$ cat src/rtl/tec_pkg.sv
package tec_pkg;
  typedef enum logic [1:0] {
    TEC_IDLE  = 2'd0,
    TEC_TIMER = 2'd1,
    TEC_EVENT = 2'd2
  } tec_mode_e;
endpackage

$ cat src/rtl/tec_mode_ctrl.sv
module tec_mode_ctrl
  import tec_pkg::*;
(
  input  logic      clk,
  input  logic      rst_n,
  input  logic      start_tmr,
  input  logic      start_evt,
  input  logic      stop,
  output tec_mode_e mode_q
);
  tec_mode_e mode_d;

  // Stop has the highest priority, then timer start, then event start.
  always_comb begin
    mode_d = mode_q;
    if (stop)           mode_d = TEC_IDLE;
    else if (start_tmr) mode_d = TEC_TIMER;
    else if (start_evt) mode_d = TEC_EVENT;
  end

  always_ff @(posedge clk or negedge rst_n) begin
    if (!rst_n) mode_q <= TEC_IDLE;
    else        mode_q <= mode_d;
  end

  p_stop_wins_r11: assert property (@(posedge clk) disable iff (!rst_n)
    stop |=> (mode_q == TEC_IDLE));
  p_tmr_over_evt_r11: assert property (@(posedge clk) disable iff (!rst_n)
    (start_tmr && !stop) |=> (mode_q == TEC_TIMER));
endmodule

$ cat src/rtl/tec_prescaler.sv
module tec_prescaler #(
  parameter int unsigned DIV = 32
) (
  input  logic clk,
  input  logic rst_n,
  input  logic run,
  input  logic cyc_en,
  input  logic clr,
  output logic tick
);
  localparam int unsigned PW = (DIV > 2) ? $clog2(DIV) : 1;
  localparam logic [PW-1:0] LAST = PW'(DIV - 1);

  logic [PW-1:0] pre_q, pre_d;
  logic          adv;

  // A clear in the same clock suppresses the strobe.
  assign adv  = run && cyc_en && !clr;
  assign tick = adv && (pre_q == LAST);

  always_comb begin
    pre_d = pre_q;
    if (clr)      pre_d = '0;
    else if (adv) pre_d = (pre_q == LAST) ? '0 : pre_q + 1'b1;
  end

  always_ff @(posedge clk or negedge rst_n) begin
    if (!rst_n) pre_q <= '0;
    else        pre_q <= pre_d;
  end

  p_clear_r4: assert property (@(posedge clk) disable iff (!rst_n)
    clr |=> (pre_q == '0));
  p_tick_wraps_r3: assert property (@(posedge clk) disable iff (!rst_n)
    tick |=> (pre_q == '0));
  p_hold_r3: assert property (@(posedge clk) disable iff (!rst_n)
    (!cyc_en && !clr) |=> $stable(pre_q));
endmodule

$ cat src/rtl/tec_edge_sampler.sv
module tec_edge_sampler (
  input  logic clk,
  input  logic rst_n,
  input  logic run,
  input  logic phase_en,
  input  logic pin,
  output logic fall
);
  logic smp_q, smp_d;

  // The pin is looked at only on the phase strobe. The held sample starts high.
  assign smp_d = phase_en ? pin : smp_q;
  assign fall  = run && phase_en && smp_q && !pin;

  always_ff @(posedge clk or negedge rst_n) begin
    if (!rst_n) smp_q <= 1'b1;
    else        smp_q <= smp_d;
  end

  p_fall_stores_low_r5: assert property (@(posedge clk) disable iff (!rst_n)
    fall |=> !smp_q);
  p_sample_hold_r5: assert property (@(posedge clk) disable iff (!rst_n)
    !phase_en |=> $stable(smp_q));
endmodule

$ cat src/rtl/tec_count_core.sv
module tec_count_core #(
  parameter int unsigned W = 8
) (
  input  logic         clk,
  input  logic         rst_n,
  input  logic         inc,
  input  logic         load_en,
  input  logic [W-1:0] load_data,
  input  logic         flag_test,
  output logic [W-1:0] cnt_q,
  output logic         flag_q,
  output logic         pulse_q
);
  localparam logic [W-1:0] MAX = '1;

  logic [W-1:0] cnt_d;
  logic         bump, wrap, flag_d;

  assign bump = inc && !load_en;
  assign wrap = bump && (cnt_q == MAX);

  always_comb begin
    cnt_d = cnt_q;
    if (load_en)   cnt_d = load_data;
    else if (bump) cnt_d = cnt_q + 1'b1;
  end

  // A wrap in the same clock as a test keeps the flag set.
  always_comb begin
    flag_d = flag_q;
    if (wrap)           flag_d = 1'b1;
    else if (flag_test) flag_d = 1'b0;
  end

  // The count value is not reset.
  always_ff @(posedge clk) begin
    cnt_q <= cnt_d;
  end

  always_ff @(posedge clk or negedge rst_n) begin
    if (!rst_n) begin
      flag_q  <= 1'b0;
      pulse_q <= 1'b0;
    end else begin
      flag_q  <= flag_d;
      pulse_q <= wrap;
    end
  end

  p_load_wins_r9: assert property (@(posedge clk) disable iff (!rst_n)
    load_en |=> (cnt_q == $past(load_data)));
  p_wrap_sets_r7: assert property (@(posedge clk) disable iff (!rst_n)
    (inc && !load_en && cnt_q == MAX) |=> (flag_q && pulse_q && cnt_q == '0));
  p_pulse_single_r7: assert property (@(posedge clk) disable iff (!rst_n)
    pulse_q |=> !pulse_q);
  p_test_clears_r8: assert property (@(posedge clk) disable iff (!rst_n)
    (flag_test && !(inc && !load_en && cnt_q == MAX)) |=> !flag_q);
  p_test_vs_wrap_r10: assert property (@(posedge clk) disable iff (!rst_n)
    (flag_test && inc && !load_en && cnt_q == MAX) |=> flag_q);
endmodule

$ cat src/rtl/tick_event_counter.sv
module tick_event_counter
  import tec_pkg::*;
#(
  parameter int unsigned CNT_W    = 8,
  parameter int unsigned PRESCALE = 32
) (
  input  logic             clk,
  input  logic             rst_n,
  input  logic             cyc_en,
  input  logic             phase_en,
  input  logic             evt_pin,
  input  logic             load_en,
  input  logic [CNT_W-1:0] load_data,
  input  logic             start_tmr,
  input  logic             start_evt,
  input  logic             stop,
  input  logic             flag_test,
  output logic [CNT_W-1:0] count,
  output logic             ovf_flag,
  output logic             ovf_pulse
);
  // Reset asserts asynchronously and is released synchronously.
  logic [1:0] rst_sync_q;
  logic       rst_n_i;

  always_ff @(posedge clk or negedge rst_n) begin
    if (!rst_n) rst_sync_q <= 2'b00;
    else        rst_sync_q <= {rst_sync_q[0], 1'b1};
  end
  assign rst_n_i = rst_sync_q[1];

  tec_mode_e mode_q;
  logic      tmr_run, evt_run, tick, fall;

  tec_mode_ctrl u_mode (
    .clk       (clk),
    .rst_n     (rst_n_i),
    .start_tmr (start_tmr),
    .start_evt (start_evt),
    .stop      (stop),
    .mode_q    (mode_q)
  );

  assign tmr_run = (mode_q == TEC_TIMER);
  assign evt_run = (mode_q == TEC_EVENT);

  tec_prescaler #(.DIV(PRESCALE)) u_pre (
    .clk    (clk),
    .rst_n  (rst_n_i),
    .run    (tmr_run),
    .cyc_en (cyc_en),
    .clr    (start_tmr),
    .tick   (tick)
  );

  tec_edge_sampler u_smp (
    .clk      (clk),
    .rst_n    (rst_n_i),
    .run      (evt_run),
    .phase_en (phase_en),
    .pin      (evt_pin),
    .fall     (fall)
  );

  tec_count_core #(.W(CNT_W)) u_core (
    .clk       (clk),
    .rst_n     (rst_n_i),
    .inc       (tick | fall),
    .load_en   (load_en),
    .load_data (load_data),
    .flag_test (flag_test),
    .cnt_q     (count),
    .flag_q    (ovf_flag),
    .pulse_q   (ovf_pulse)
  );

  p_halt_r6: assert property (@(posedge clk) disable iff (!rst_n_i)
    ((mode_q == TEC_IDLE) && !load_en) |=> $stable(count));
  p_reset_quiet_r1: assert property (@(posedge clk)
    !rst_n_i |-> (!ovf_flag && !ovf_pulse));
endmodule

$ cat config.mk
export PLATFORM = sky130hd
export DESIGN_NAME = tick_event_counter
export DESIGN_NICKNAME = d
export VERILOG_FILES = /design/src/rtl/tec_pkg.sv /design/src/rtl/tec_mode_ctrl.sv /design/src/rtl/tec_prescaler.sv /design/src/rtl/tec_edge_sampler.sv /design/src/rtl/tec_count_core.sv /design/src/rtl/tick_event_counter.sv
export SDC_FILE = /design/constraint.sdc
export NUM_CORES = 1
export LEC_CHECK = 0
export BUFFER_PORTS_ARGS = -buffer_cell sky130_fd_sc_hd__buf_4
export CAP_MARGIN = 20
export CORE_MARGIN = 3
export CORE_UTILIZATION = 45
export CTS_CLUSTER_DIAMETER = 50
export DETAILED_ROUTE_END_ITERATION = 7
export PLACE_DENSITY = 0.73
export SETUP_SLACK_MARGIN = 0.05
export SLEW_MARGIN = 20
export SYNTH_ARGS = -nofsm -noshare
export SYNTH_HDL_FRONTEND = slang
export SYNTH_SLANG_ARGS = --single-unit
$ cat constraint.sdc
create_clock -name clk -period 0.8 [get_ports clk]
set_clock_uncertainty 0.1 [all_clocks]
set_input_delay 0.08 -clock clk [delete_from_list [all_inputs] [get_ports clk]]
set_output_delay 0.08 -clock clk [all_outputs]
set_load 0.02 [all_outputs]
==> results of run 1 <==
per-layer routing:
metal	vias up	GRT usage, %
li1	471	-
met1	497	27.7
met2	46	44.6
met3	10	3.94
met4	0	8.51
met5	-	0
final cells by class:
type	count	area share [%]
clock buffers	4	1.46
inverters	2	0.556
multi-input cells	68	32.8
flip-flops and latches	20	30.1
well taps	27	1.88
repair buffers	67	33.2
power breakdown:
group / internal (mW) / switching, mW / total (mW)
combinational: 0.377 / 0.288 / 0.665
sequential: 1.14 / 0.0650 / 1.21
clock: 0.194 / 0.319 / 0.513
flip-flops by register name, summed over array words and instances (netlist names):
name	flops
u_core.cnt_q	8
u_pre.pre_q	5
rst_sync_q	2
u_mode.mode_q	2
u_core.flag_q	1
u_core.pulse_q	1
u_smp.smp_q	1
cells by family after synthesis:
| group | synth area share, % |
|---|---|
| AOI/OAI and AO/OA | 7.69 |
| muxes | 4.29 |
| other | 0.378 |
| adders and majority gates | 3.78 |
| DFF | 54.6 |
| and+or+nand+nor | 24.7 |
| buffers and inverters | 1.89 |
| xor gates and xnor gates | 2.65 |
worst paths after layout:
| kind | from | end | slack, ns |
|---|---|---|---|
| worst max-delay path | u_pre.pre_q[0] | u_core.cnt_q[7] | -0.99 |
| worst min-delay path | evt_pin | u_smp.smp_q | -0.1 |
| worst max register to register | u_pre.pre_q[0] | u_core.cnt_q[7] | -0.99 |
| worst min register to register | rst_sync_q[1] | u_mode.mode_q[1] | 0.08 |
| max in group asynchronous | rst_sync_q[1] | u_smp.smp_q | 0.31 |
| min in group asynchronous | rst_n | rst_sync_q[1] | -0.04 |
per-stage QoR:
step | power (mW) | instance area, µm² | cells | utilization [%]
floorplan | 1.41 | 1060 | 93 | -
global placement | 1.67 | 1490 | 171 | 73.6
detailed placement | 1.70 | 1490 | 171 | 73.6
CTS | 2.30 | 1700 | 182 | 84.3
global route | 2.47 | 1800 | 188 | 89.0
finish | 2.38 | 1800 | 188 | 89.0
timing repair:
action	4_1_cts	5_1_grt
setup buffers	7	8
pin swaps	14	13
resized for setup	33	12
setup endpoints to repair	36	36
hold endpoints to repair	13	11
cell usage after synthesis:
master,count
nand3b_4,1
dfrtp_1,11
clkbuf_1,3
mux2_2,2
nand4b_1,1
mux2i_1,2
or3_2,1
ha_1,3
nor2b_1,4
nor3_1,1
conb_1,1
edfxtp_1,8
and3_1,1
dfstp_2,1
a31oi_1,2
or2_2,1
o32ai_1,1
nand4_1,1
a21oi_1,2
or4b_1,1
a41o_1,1
inv_1,2
o21ai_0,7
xnor2_1,1
nand3_1,8
nor2_1,6
nand2_1,13
or4_1,4
xor2_1,2
and4_1,1
worst register-to-register path, stage by stage (launching register included):
cell	delay (ns)
dfrtp_1	0.42
ha_4	0.16
and3_4	0.18
ha_4	0.15
inv_4	0.04
o32ai_4	0.22
or2_4	0.24
==> metrics.txt, run 1 <==
final RePlAce weighted congestion=0.723; Final WS setup=-0.993 ns; drt drc=0; Arr. time, crit path=1.71 ns; Setup Total Neg Slack=-22.74 ns; starting density of the core=49.1%; Startpoint Class=flip-flop; insertion delay to the later sink of the worst-skew pair=just over 0.3 ns; Worst path depth=6; Post-Synthesis Cells=93; Die Y=53.0 µm; most common cell after layout, fill and taps aside=buf_4; CP peak stage delay=0.42 ns; layout cells sized above 1=roughly three fifths; cts hold-fix bufs=2; CTS root buf=clkbuf_4; ANT nets after route=0; fill count=91; Vias=around 1,000; LEAKAGE=0.819 nW; clk buf depth=2; Core ar.=~2000 µm²; worst slack, placed=-1.04 ns; Min-Delay Path Class=primary input to flip-flop; Worst Reg2Reg Path Length in Cells=6; area occupied by multi-input gates=589 µm²; synth top area cells=dfrtp_1 28%, edfxtp_1 24%, nand2_1 4.9%, nand3_1 4.0%, ha_1 3.8%; crit path kind=flip-flop to flip-flop; 1st-iter DRT viols=19; cell family with most CP delay=flip-flops; CTS clk-pin slew, worst paths=0.12 ns; Final #Nets=183; maxcap violations=0; vias in the first global route=1,065; crit path capture type=flip-flop; GRT Residual Overflow=0; Sink Count=20; min Tclk post-route=1.79 ns; CP max FO=8; P&R area growth vs syn=81.3%; WL met3=approximately 190 µm; Hold WS=-0.0966 ns; pin count of the biggest net entering global routing=12; WP data required=0.72 ns; failing checks=hold timing, setup timing; register area share after synthesis=a little over half; Buf/Inv on CP=1; commonest cells after routing, fill and taps aside=41 x buf_4, 24 x buf_6, 11 x nand2_1, 11 x dfrtp_1, 8 x edfxtp_1; Netlist cell types=30; drt total wl=~3.4 mm; Power Density=between 1000 and 1500 nW/µm²; CTS Buf Count=3; register area=approximately 540 µm²; global-route wire length before repair=4.77 mm; met2 WL=1.83 mm; antenna diode count=0; Mapped Area=roughly 990 µm²; peak supply drop=0.00146 V; cell mode on critical path=ha_4; Crit-path slowest cell=dfrtp_1; CTS tree=built; CP cell instances=ha_4 > and3_4 > ha_4 > inv_4 > o32ai_4 > or2_4; gr usage total=24.2%; I/O pins=28; FF+latch count, synth=20; vias per cell=roughly 5.4; synthesis warning total=0; status=finished with violations; final hold vios=10; Die W=53.0 µm; post-synth top area share=27.7%; htree depth=1; Max Used Layer=met4; HPWL after DPL=between 2 and 2.5 mm; Max Fclk=558 MHz; initial antenna violation count=0; Final setup viols=36; TritonRoute pass-1 iters=4; Std-Cell Rows=16; die area=~2800 µm²; syn avg cell area=~11 µm²; RSZ-0062 raised after global routing=true; # port buffers=27; top cell type by total area after synthesis=dfrtp_1; period utilisation layout=224%; met1 wire length=about 1.3 mm; Synthesized Nets=approximately 110; hold path depth=2; WL/cell=17.9 µm; Final Max Slew Viols=0
No activity file was read; power rests on OpenSTA's default activity.
==> run 2, diff against run 1 <==
SETUP_SLACK_MARGIN = 0.15   (was 0.05)
==> run 2 against run 1 <==
  * The run still ends with hold timing, setup timing left
  * Routed wire length fell by 1.6%
  * Fmax increased by 0.26%
  * Final cell count shrank 2.1%
  * Cell area shrank 2.6%
  * Combinational power fell by 4.7%
  * Flip-flop and latch count stayed put
  * Sequential power is essentially flat
  * Register-to-register slack hardly changed
  * Clock-buffer cell count is the same
  * Worst setup slack better by 0.0047 ns
  * Sequential share of layout area is 0.80 points higher
  * First-iteration DRC count up 84%
==> metrics.txt, run 2 (same netlist as run 1, synthesis figures left out) <==
vias per cell=5.55 (was 5.45); antenna diode count=0 (unchanged); Die Y=53.0 µm (unchanged); RSZ-0062 raised after global routing=true (unchanged); drt drc=0 (unchanged); starting density of the core=49.1% (unchanged); Vias=1,021 (was 1,024); final RePlAce weighted congestion=0.739 (was 0.723); # port buffers=27 (unchanged); min Tclk post-route=1.79 ns (about the same); cts hold-fix bufs=1 (was 2); fill count=99 (was 91); CTS Buf Count=3 (unchanged); 1st-iter DRT viols=35 (was 19); LEAKAGE=0.804 nW (was 0.819 nW); Die W=53.0 µm (unchanged); P&R area growth vs syn=76.7% (was 81.3%); die area=2800 µm² (unchanged); hold path depth=2 (unchanged); CTS root buf=clkbuf_4 (unchanged); Final setup viols=36 (unchanged); Std-Cell Rows=16 (unchanged); I/O pins=28 (unchanged); Power Density=1400 nW/µm² (was 1330 nW/µm²); WP data required=0.72 ns (about the same); peak supply drop=0.00112 V (was 0.00146 V); pin count of the biggest net entering global routing=12 (unchanged); WL/cell=18.0 µm (was 17.9 µm); cell mode on critical path=ha_4 (unchanged); Final #Nets=179 (was 183); Startpoint Class=flip-flop (unchanged); insertion delay to the later sink of the worst-skew pair=0.31 ns (about the same); failing checks=hold timing, setup timing (unchanged); cell family with most CP delay=flip-flops (unchanged); number of flip-flops in the largest register=8 (unchanged); clk buf depth=2 (unchanged); Max Fclk=559 MHz (was 558 MHz); global-route wire length before repair=4.33 mm (was 4.77 mm); Buf/Inv on CP=1 (unchanged); most common cell after layout, fill and taps aside=buf_4 (unchanged); GRT Residual Overflow=0 (unchanged); Final Max Slew Viols=0 (unchanged); Min-Delay Path Class=primary input to flip-flop (unchanged); Worst Reg2Reg Path Length in Cells=6 (unchanged); Worst path depth=6 (unchanged); Final Cell Area=1750 µm² (was 1800 µm²); CP max FO=8 (unchanged); ANT nets after route=0 (unchanged); vias in the first global route=972 (was 1,065); final hold vios=10 (unchanged); CP cell instances=ha_4 > and3_4 > ha_4 > inv_4 > o32ai_4 > or2_4 (unchanged); Sink Count=20 (unchanged); CTS clk-pin slew, worst paths=0.13 ns (was 0.12 ns); Arr. time, crit path=1.71 ns (about the same); period utilisation layout=224% (about the same); CTS tree=built (unchanged); Placement Cell Area=1500 µm² (was 1490 µm²); drt total wl=3.32 mm (was 3.37 mm); status=finished with violations (unchanged); htree depth=1 (unchanged); gr usage total=22.1% (was 24.2%); crit path kind=flip-flop to flip-flop (unchanged); CP peak stage delay=0.42 ns (about the same); Largest regs=u_core.cnt_q: 8 flops, u_pre.pre_q: 5 flops (unchanged); final cell count without fillers=184 (was 188); register with the most flip-flops=u_core.cnt_q (unchanged); commonest cells after routing, fill and taps aside=37 x buf_4, 25 x buf_6, 12 x nand2_1 (was 41 x buf_4, 24 x buf_6, 11 x nand2_1, 11 x dfrtp_1, 8 x edfxtp_1); Crit-path slowest cell=dfrtp_1 (unchanged); Final WS setup=-0.989 ns (was -0.993 ns); Core ar.=2020 µm² (unchanged); HPWL after DPL=1.88 mm (was 2.11 mm); TritonRoute pass-1 iters=5 (was 4); initial antenna violation count=0 (unchanged); Hold WS=-0.175 ns (was -0.0966 ns); Placed Cells=172 (was 171); maxcap violations=0 (unchanged); layout cells sized above 1=57.3% (was 58.4%); crit path capture type=flip-flop (unchanged)
-- run 2: cell type report --
cell class / count / area (µm²) / area share, %
inverter: 2 / 10.0 / 0.571
tap: 27 / 33.8 / 1.93
multi-input combinational: 68 / 562 / 32.0
sequential: 20 / 542 / 30.9
timing repair buffer: 63 / 569 / 32.5
clock buffer: 4 / 36.3 / 2.07
-- run 2: power breakdown --
part	switching (mW)	leakage [nW]	total (mW)	internal, mW
logic	0.281	0.547	0.634	0.354
clock network	0.339	0.0210	0.616	0.278
registers	0.0578	0.237	1.20	1.14
-- run 2: worst paths after layout --
kind                                 from               end  slack, ns
max                        u_pre.pre_q[1]   u_core.cnt_q[2]      -0.99
max in group asynchronous   rst_sync_q[1]    u_pre.pre_q[3]       0.32
max reg2reg                u_pre.pre_q[1]   u_core.cnt_q[2]      -0.99
min                                  stop  u_mode.mode_q[1]      -0.18
min reg2reg                 rst_sync_q[1]     u_core.flag_q      -0.06
min in group asynchronous   rst_sync_q[1]     u_core.flag_q      -0.06
-- run 2: metal layers --
metal,vias up,wire length [µm],track usage [%]
met5,-,0,0
met4,0,73,10.6
met3,10,198,3.94
met2,52,1770,38.6
met1,496,1280,25.8
li1,463,-,-
-- run 2: worst register-to-register path: stages (launching register included) --
cell	delay, ns
dfrtp_1	0.42
ha_4	0.15
and3_4	0.18
ha_4	0.16
inv_4	0.05
o32ai_4	0.21
or2_4	0.24
-- run 2: per-stage QoR --
| step | power, mW | hold slack (ns) | setup TNS [ns] | utilization, % | worst slack (ns) |
|---|---|---|---|---|---|
| floorplan | 1.42 | -0.316 | -15.96 | - | -0.905 |
| global placement | 1.67 | -0.238 | -17.01 | 74.0 | -0.919 |
| detailed placement | 1.69 | -0.236 | -18.07 | 74.0 | -0.990 |
| CTS | 2.35 | -0.182 | -21.41 | 82.1 | -0.993 |
| global route | 2.54 | -0.185 | -23.85 | 86.7 | -1.03 |
| finish | 2.45 | -0.175 | -22.54 | 86.7 | -0.989 |
-- run 2: what timing repair did --
action,4_1_cts,5_1_grt
resized for setup,25,14
pin swaps,9,4
setup endpoints to repair,36,36
buffers inserted,3,4
hold endpoints to repair,18,14
